==> src/rtl/sbd_pkg.sv <==
// Package: shared region codes and the fixed address layout of the sound bus.
// Assumes a 16-bit address; region bases are compared on their upper bits.
package sbd_pkg;

    localparam int ADDR_W   = 16;
    localparam int DATA_W   = 8;
    localparam int FLT_W    = 12;
    localparam int CODE_W   = 2;
    localparam int N_CODES  = FLT_W / CODE_W;

    // Map variants selected by the top-level parameter.
    localparam int MAP_PRIMARY   = 0;
    localparam int MAP_ALTERNATE = 1;

    typedef enum logic [3:0] {
        RG_NONE,
        RG_ROM,
        RG_RAM0,
        RG_RAM1,
        RG_G0_DATA,
        RG_G0_IDX,
        RG_G1_DATA,
        RG_G1_IDX,
        RG_FILTER
    } region_e;

    // Select vector, one bit per device.
    typedef struct packed {
        logic rom;
        logic ram0;
        logic ram1;
        logic g0_data;
        logic g0_idx;
        logic g1_data;
        logic g1_idx;
    } sel_t;

    // Region geometry: the upper-bit prefix and the number of low bits it spans.
    localparam int ROM_SPAN   = 13;   // 8 KB
    localparam int RAM_SPAN   = 10;   // 1 KB
    localparam int WIN_SPAN   = 12;   // 4 KB filter window
    localparam logic [ADDR_W-1:0] ROM_BASE   = 16'h0000;
    localparam logic [ADDR_W-1:0] RAM0_BASE  = 16'h2000;
    localparam logic [ADDR_W-1:0] RAM1_BASE  = 16'h3000;
    localparam logic [ADDR_W-1:0] G0_DATA_AD = 16'h4000;
    localparam logic [ADDR_W-1:0] G0_IDX_AD  = 16'h5000;
    localparam logic [ADDR_W-1:0] G1_DATA_AD = 16'h6000;
    localparam logic [ADDR_W-1:0] G1_IDX_AD  = 16'h7000;
    localparam logic [ADDR_W-1:0] WIN_PRI    = 16'h8000;
    localparam logic [ADDR_W-1:0] WIN_ALT    = 16'h3000;

    localparam logic [DATA_W-1:0] FILL_VALUE = '1;

endpackage

==> src/rtl/sbd_region_match.sv <==
// Module: sbd_region_match
// Purely combinational. Maps an address onto one region of the chosen board map.
// Assumes the region list is non-overlapping within each map variant.
module sbd_region_match
    import sbd_pkg::*;
#(
    parameter int MAP_SEL = MAP_PRIMARY
) (
    input  logic [ADDR_W-1:0] addr,
    output region_e           region
);

    logic hit_rom, hit_ram0, hit_ram1, hit_win;
    logic hit_g0d, hit_g0i, hit_g1d, hit_g1i;

    // Purpose: compare the upper address bits against the fixed regions.
    always_comb begin
        hit_rom  = addr[ADDR_W-1:ROM_SPAN] == ROM_BASE[ADDR_W-1:ROM_SPAN];
        hit_ram0 = addr[ADDR_W-1:RAM_SPAN] == RAM0_BASE[ADDR_W-1:RAM_SPAN];
        hit_g0d  = addr == G0_DATA_AD;
        hit_g0i  = addr == G0_IDX_AD;
        hit_g1d  = addr == G1_DATA_AD;
        hit_g1i  = addr == G1_IDX_AD;
    end

    generate
        if (MAP_SEL == MAP_PRIMARY) begin : g_primary
            // Purpose: the primary map has a second RAM and a high filter window.
            always_comb begin
                hit_ram1 = addr[ADDR_W-1:RAM_SPAN] == RAM1_BASE[ADDR_W-1:RAM_SPAN];
                hit_win  = addr[ADDR_W-1:WIN_SPAN] == WIN_PRI[ADDR_W-1:WIN_SPAN];
            end
        end else begin : g_alternate
            // Purpose: the alternate map has no second RAM; its window sits in its place.
            always_comb begin
                hit_ram1 = 1'b0;
                hit_win  = addr[ADDR_W-1:WIN_SPAN] == WIN_ALT[ADDR_W-1:WIN_SPAN];
            end
        end
    endgenerate

    // Purpose: encode the single matching region.
    always_comb begin
        region = RG_NONE;
        if (hit_rom)       region = RG_ROM;
        else if (hit_ram0) region = RG_RAM0;
        else if (hit_ram1) region = RG_RAM1;
        else if (hit_g0d)  region = RG_G0_DATA;
        else if (hit_g0i)  region = RG_G0_IDX;
        else if (hit_g1d)  region = RG_G1_DATA;
        else if (hit_g1i)  region = RG_G1_IDX;
        else if (hit_win)  region = RG_FILTER;
    end

endmodule

==> src/rtl/sbd_strobe_gen.sv <==
// Module: sbd_strobe_gen
// Combinational. Qualifies the region with the cycle direction and produces the
// selects, the decoded strobes, the fill request and the filter write enable.
// Assumes a cycle with both or neither direction set is not a bus access.
module sbd_strobe_gen
    import sbd_pkg::*;
(
    input  region_e           region,
    input  logic              rd,
    input  logic              wr,
    output sel_t              sel,
    output logic              dev_rd,
    output logic              dev_wr,
    output logic              fill_en,
    output logic [DATA_W-1:0] fill_data,
    output logic              flt_we
);

    logic rd_q, wr_q, any_q;

    // Purpose: reduce the two direction inputs to one valid direction.
    always_comb begin
        rd_q  = rd & ~wr;
        wr_q  = wr & ~rd;
        any_q = rd_q | wr_q;
    end

    // Purpose: gate each region with the directions it accepts.
    always_comb begin
        sel.rom     = rd_q  & (region == RG_ROM);
        sel.ram0    = any_q & (region == RG_RAM0);
        sel.ram1    = any_q & (region == RG_RAM1);
        sel.g0_data = any_q & (region == RG_G0_DATA);
        sel.g0_idx  = wr_q  & (region == RG_G0_IDX);
        sel.g1_data = any_q & (region == RG_G1_DATA);
        sel.g1_idx  = wr_q  & (region == RG_G1_IDX);
        flt_we      = wr_q  & (region == RG_FILTER);
        fill_en     = rd_q  & ((region == RG_G0_IDX) | (region == RG_G1_IDX));
    end

    // Purpose: drive the fill value only while a fill is requested.
    always_comb begin
        fill_data = fill_en ? FILL_VALUE : '0;
    end

    // Purpose: form the decoded strobes from the qualified selects.
    always_comb begin
        dev_rd = rd_q & (sel.rom | sel.ram0 | sel.ram1 | sel.g0_data | sel.g1_data | fill_en);
        dev_wr = wr_q & (sel.ram0 | sel.ram1 | sel.g0_data | sel.g1_data
                         | sel.g0_idx | sel.g1_idx | flt_we);
    end

endmodule

==> src/rtl/sbd_filter_reg.sv <==
// Module: sbd_filter_reg
// Holds the filter word that is written through the address lines and splits it
// into equal-width codes. Assumes the write enable is already qualified.
module sbd_filter_reg
    import sbd_pkg::*;
(
    input  logic                            clk,
    input  logic                            rst_n,
    input  logic                            we,
    input  logic [FLT_W-1:0]                din,
    output logic [FLT_W-1:0]                word,
    output logic [N_CODES-1:0][CODE_W-1:0]  codes
);

    // Purpose: capture the address slice on a window write; clear on reset.
    always_ff @(posedge clk) begin
        if (!rst_n)  word <= '0;
        else if (we) word <= din;
    end

    generate
        for (genvar i = 0; i < N_CODES; i++) begin : g_slice
            // Purpose: cut code i from its fixed bit pair.
            always_comb codes[i] = word[i*CODE_W +: CODE_W];
        end
    endgenerate

endmodule

==> src/rtl/sound_bus_decoder.sv <==
// Module: sound_bus_decoder (top)
// Decodes the sound-processor bus for one of two board maps and keeps the
// address-written filter register. Assumes bus_rd and bus_wr are sampled
// synchronously to clk for the filter write, and are level-valid for the selects.
module sound_bus_decoder
    import sbd_pkg::*;
#(
    parameter int MAP_SEL = MAP_PRIMARY
) (
    input  logic              clk,
    input  logic              rst_n,
    input  logic [15:0]       bus_addr,
    input  logic              bus_rd,
    input  logic              bus_wr,
    output logic              rom_sel,
    output logic              ram0_sel,
    output logic              ram1_sel,
    output logic              gen0_data_sel,
    output logic              gen0_idx_sel,
    output logic              gen1_data_sel,
    output logic              gen1_idx_sel,
    output logic              dev_rd,
    output logic              dev_wr,
    output logic              fill_en,
    output logic [7:0]        fill_data,
    output logic [1:0]        gen0_flt0,
    output logic [1:0]        gen0_flt1,
    output logic [1:0]        gen0_flt2,
    output logic [1:0]        gen1_flt0,
    output logic [1:0]        gen1_flt1,
    output logic [1:0]        gen1_flt2
);

    localparam int G1_FIRST = 0;            // generator 1 codes occupy the low pairs
    localparam int G0_FIRST = N_CODES / 2;  // generator 0 codes occupy the high pairs

    region_e                           region;
    sel_t                              sel;
    logic                              flt_we;
    logic [FLT_W-1:0]                  flt_word;
    logic [N_CODES-1:0][CODE_W-1:0]    codes;

    sbd_region_match #(.MAP_SEL(MAP_SEL)) u_match (
        .addr   (bus_addr),
        .region (region)
    );

    sbd_strobe_gen u_strobe (
        .region    (region),
        .rd        (bus_rd),
        .wr        (bus_wr),
        .sel       (sel),
        .dev_rd    (dev_rd),
        .dev_wr    (dev_wr),
        .fill_en   (fill_en),
        .fill_data (fill_data),
        .flt_we    (flt_we)
    );

    sbd_filter_reg u_filter (
        .clk   (clk),
        .rst_n (rst_n),
        .we    (flt_we),
        .din   (bus_addr[FLT_W-1:0]),
        .word  (flt_word),
        .codes (codes)
    );

    // Purpose: fan the select struct out to the device pins.
    always_comb begin
        rom_sel       = sel.rom;
        ram0_sel      = sel.ram0;
        ram1_sel      = sel.ram1;
        gen0_data_sel = sel.g0_data;
        gen0_idx_sel  = sel.g0_idx;
        gen1_data_sel = sel.g1_data;
        gen1_idx_sel  = sel.g1_idx;
    end

    // Purpose: route the code pairs to the per-channel filter pins.
    always_comb begin
        gen1_flt0 = codes[G1_FIRST + 0];
        gen1_flt1 = codes[G1_FIRST + 1];
        gen1_flt2 = codes[G1_FIRST + 2];
        gen0_flt0 = codes[G0_FIRST + 0];
        gen0_flt1 = codes[G0_FIRST + 1];
        gen0_flt2 = codes[G0_FIRST + 2];
    end

endmodule

==> config.mk <==
export PLATFORM = sky130hd
export DESIGN_NAME = sound_bus_decoder
export DESIGN_NICKNAME = d
export VERILOG_FILES = /design/src/rtl/sbd_pkg.sv /design/src/rtl/sbd_region_match.sv /design/src/rtl/sbd_strobe_gen.sv /design/src/rtl/sbd_filter_reg.sv /design/src/rtl/sound_bus_decoder.sv
export SDC_FILE = /design/constraint.sdc
export NUM_CORES = 1
export LEC_CHECK = 0
export BUFFER_PORTS_ARGS = -buffer_cell sky130_fd_sc_hd__buf_4
export CORE_MARGIN = 2
export CORE_UTILIZATION = 28
export CTS_CLUSTER_SIZE = 16
export DETAILED_ROUTE_END_ITERATION = 12
export GPL_ROUTABILITY_DRIVEN = 0
export GPL_TIMING_DRIVEN = 0
export PLACE_DENSITY_LB_ADDON = 0.05
export RECOVER_POWER = 25
export REMOVE_ABC_BUFFERS = 1
export SLEW_MARGIN = 20
export SYNTH_ARGS = -nofsm -noshare
export SYNTH_HDL_FRONTEND = slang
export SYNTH_SLANG_ARGS = --single-unit
==> constraint.sdc <==
create_clock -name clk -period 1 [get_ports clk]
set_input_delay 0.05 -clock clk [delete_from_list [all_inputs] [get_ports clk]]
set_output_delay 0.05 -clock clk [all_outputs]
set_load 0.02 [all_outputs]
==> results.toml <==
[global_route]
grt_start_max_net_pins = 14
gr-total-overflow = 0
grt_pass1_wl_um = 2940
grt_use_total_pct = 11.7
grt_pass1_vias = 656
antenna_found_initial = 0

[routing]
wl_per_cell_um = 12.5
ant_nets = 0
drt-total-wl_um = 1930
viasPerCell = 4.63
drc_errors = 0
first_iter_violations = 5
drt_first_pass_iters = 4
vias = 717

[sta]
worstMarginPinSlew_ns = 0.274
period_share_pct = 118
fin_crit_ns = 1.18
worst_slack_ns = -0.183
rsz0062_at_grt = "true"
fmax_ghz = 0.845
relSlewSlack_pct = 81.5
fin_skew_ns = 0
timing.hold.ws_ns = 0.0488
hold_viol_final = 0
timing.setup.tns_ns = -1.78
setup_viol = 15
slew_viol_final = 0

[setup_path]
cp_slowest_cell = "o31a_1"
reg2reg_depth = 2
cp-start-kind = "input pin"
crit_path_cell_trace = "buf_8 > inv_4 > ha_4 > nor3_1 > nand3_1 > nand2_1 > o31a_1 > buf_6"
cp.required_ns = 0.95
path_max_fanout = 3
crit_type = "in -> out"
rr_endpoint = "u_filter.codes[9]"
rr_startpoint = "u_filter.codes[9]"
rrSetupSlack_ns = 0.40
max_stage_delay_ns = 0.32
cp-end-kind = "output pin"
worstPathArrival_ns = 1.13

[die]
coreArea_mm2 = 0.00250
start_util_pct = 29.9
io_pins = 50
rows = 18
fp.dieW_um = 55.7
die_area_mm2 = 0.00310
die_h_um = 55.7

[hold_path]
holdCritStartpoint = "bus_addr[4]"
whs_endpoint = "u_filter.codes[4]"
hold_class = "in -> reg"
whs_path_depth = 3

[power]
power.density_mw_per_mm2 = 853
peakVddDrop_mv = 0.660
leakagePower_nw = 0.510

[synthesis]
synth_mux_area_share_pct = 16.1
ys_seq_area_share_pct = 32.1
synth_xor_area_share_pct = 0
async_reset_ff_share_pct = 0
syn_inst = 81
synth_edf_count = 0
syn-cell-area_um2 = 748
synth_top_family_by_area = "simple AND/OR/NAND/NOR gates"
ys.flop_type = "dfxtp_1"
synth_compound_area_share_pct = 4.52
yosysWarnings = 0
synthSimpleGateAreaFrac_pct = 29.3
ys_types = 27
ys_ff_latch = 12
syn_avg_cell_area_um2 = 9.24
synth-adder-area-share_pct = 3.34

[clock_tree]
clk_latency_ns = 0.26
cts_buffer_depth = 2
clk_transition_reported_paths_ns = 0.07
cts_tree = "built"
cts_made_buffers = 3
cts_sinks = 12
root_buffer = "clkbuf_4"
cts.htree.levels = 1

[place]
hpwlAfterDp_um = 1400
portBuffers = 49

[finish]
drive_above_1_share_pct = 51.2
layout_common_cells = "31 x buf_4, 13 x nor2b_1, 12 x mux2i_1, 12 x buf_6, 12 x dfxtp_1"
fin_nets = 148
num_antenna_cells = 0
area_growth_pct = 66.2
largest_reg_flops = 12
fillers = 248
final_common_cell = "buf_4"

[status]
violations = "negative setup slack"
status = "complete, but fails checks"

[job]
max_cap_viol_count = 0
-- worst max-delay path, delay by kind of cell --
family,cells,cell delay [ns]
AO/OA/AOI/OAI,1,0.32
adder cells (fa/ha/maj),1,0.27
buffers and inverters,3,0.24
AND/OR/NAND/NOR,3,0.25
-- synthesized netlist by cell type, types with 2 or more instances --
cell type  instances  area [um2]
mux2i_1           12         120
nor3_1             2        10.0
o21ai_0            2        10.0
dfxtp_1           12         240
nor2b_1           13        81.3
and3_1             2        12.5
inv_1              3        11.3
buf_4              8        60.1
nor2_1             5        18.8
ha_1               2        25.0
nor4_1             3        18.8
and4_1             2        17.5
-- layout make-up --
class	instances	area, um2	area share, %
tap	30	37.5	3.02
timing repair buffer	50	417	33.5
sequential	12	240	19.3
clock buffer	4	36.3	2.92
multi-input combinational	55	495	39.8
inverter	4	17.5	1.41
-- worst max path at each step --
stage                     start                end  slack (ns)  cells past startpoint
CTS                      bus_wr             dev_rd       -0.20                      7
global placement         bus_rd  u_filter.codes[5]       -0.57                      6
floorplan           bus_addr[7]       fill_data[0]       -0.97                      3
detailed placement       bus_rd  u_filter.codes[1]       -0.58                      6
global route             bus_wr             dev_wr       -0.25                      7
finish                   bus_rd             dev_wr       -0.18                      8
-- metrics by stage --
step	instances	total power, W	util [%]	worst slack [ns]	cell area (um2)
floorplan	70	0.000547	-	-0.970	653
finish	155	0.00106	49.7	-0.183	1240
CTS	153	0.00107	47.8	-0.203	1190
global route	155	0.00113	49.7	-0.247	1240
global placement	149	0.000648	42.3	-0.573	1060
detailed placement	149	0.000648	42.3	-0.579	1060
-- where the power goes --
group	leakage [nW]	total (W)	switching [W]	internal, W
clock network	0.0210	0.000375	0.000154	0.000221
logic	0.393	0.000203	0.0000953	0.000108
registers	0.0967	0.000483	0.00000171	0.000481
total	0.510	0.00106	0.000251	0.000810
-- repair_timing --
action,4_1_cts,5_1_grt
pin swaps,9,6
gates cloned,0,1
hold buffers,0,0
setup buffers,0,1
endpoints found under the setup margin,29,17
resized for setup,22,13
-- logic make-up after synthesis --
family,after synthesis
AND/OR/NAND/NOR,35
buffers and inverters,15
multiplexers,12
flip-flops,12
AO/OA/AOI/OAI,5
adder cells (fa/ha/maj),2
-- metal layers --
layer	up-vias	global-route usage (%)	wire, um
li1	363	-	-
met1	319	14.0	795
met2	33	19.4	957
met3	2	3.26	162
met4	0	5.23	14
met5	-	0	0
(Power assumes the default switching activity.)
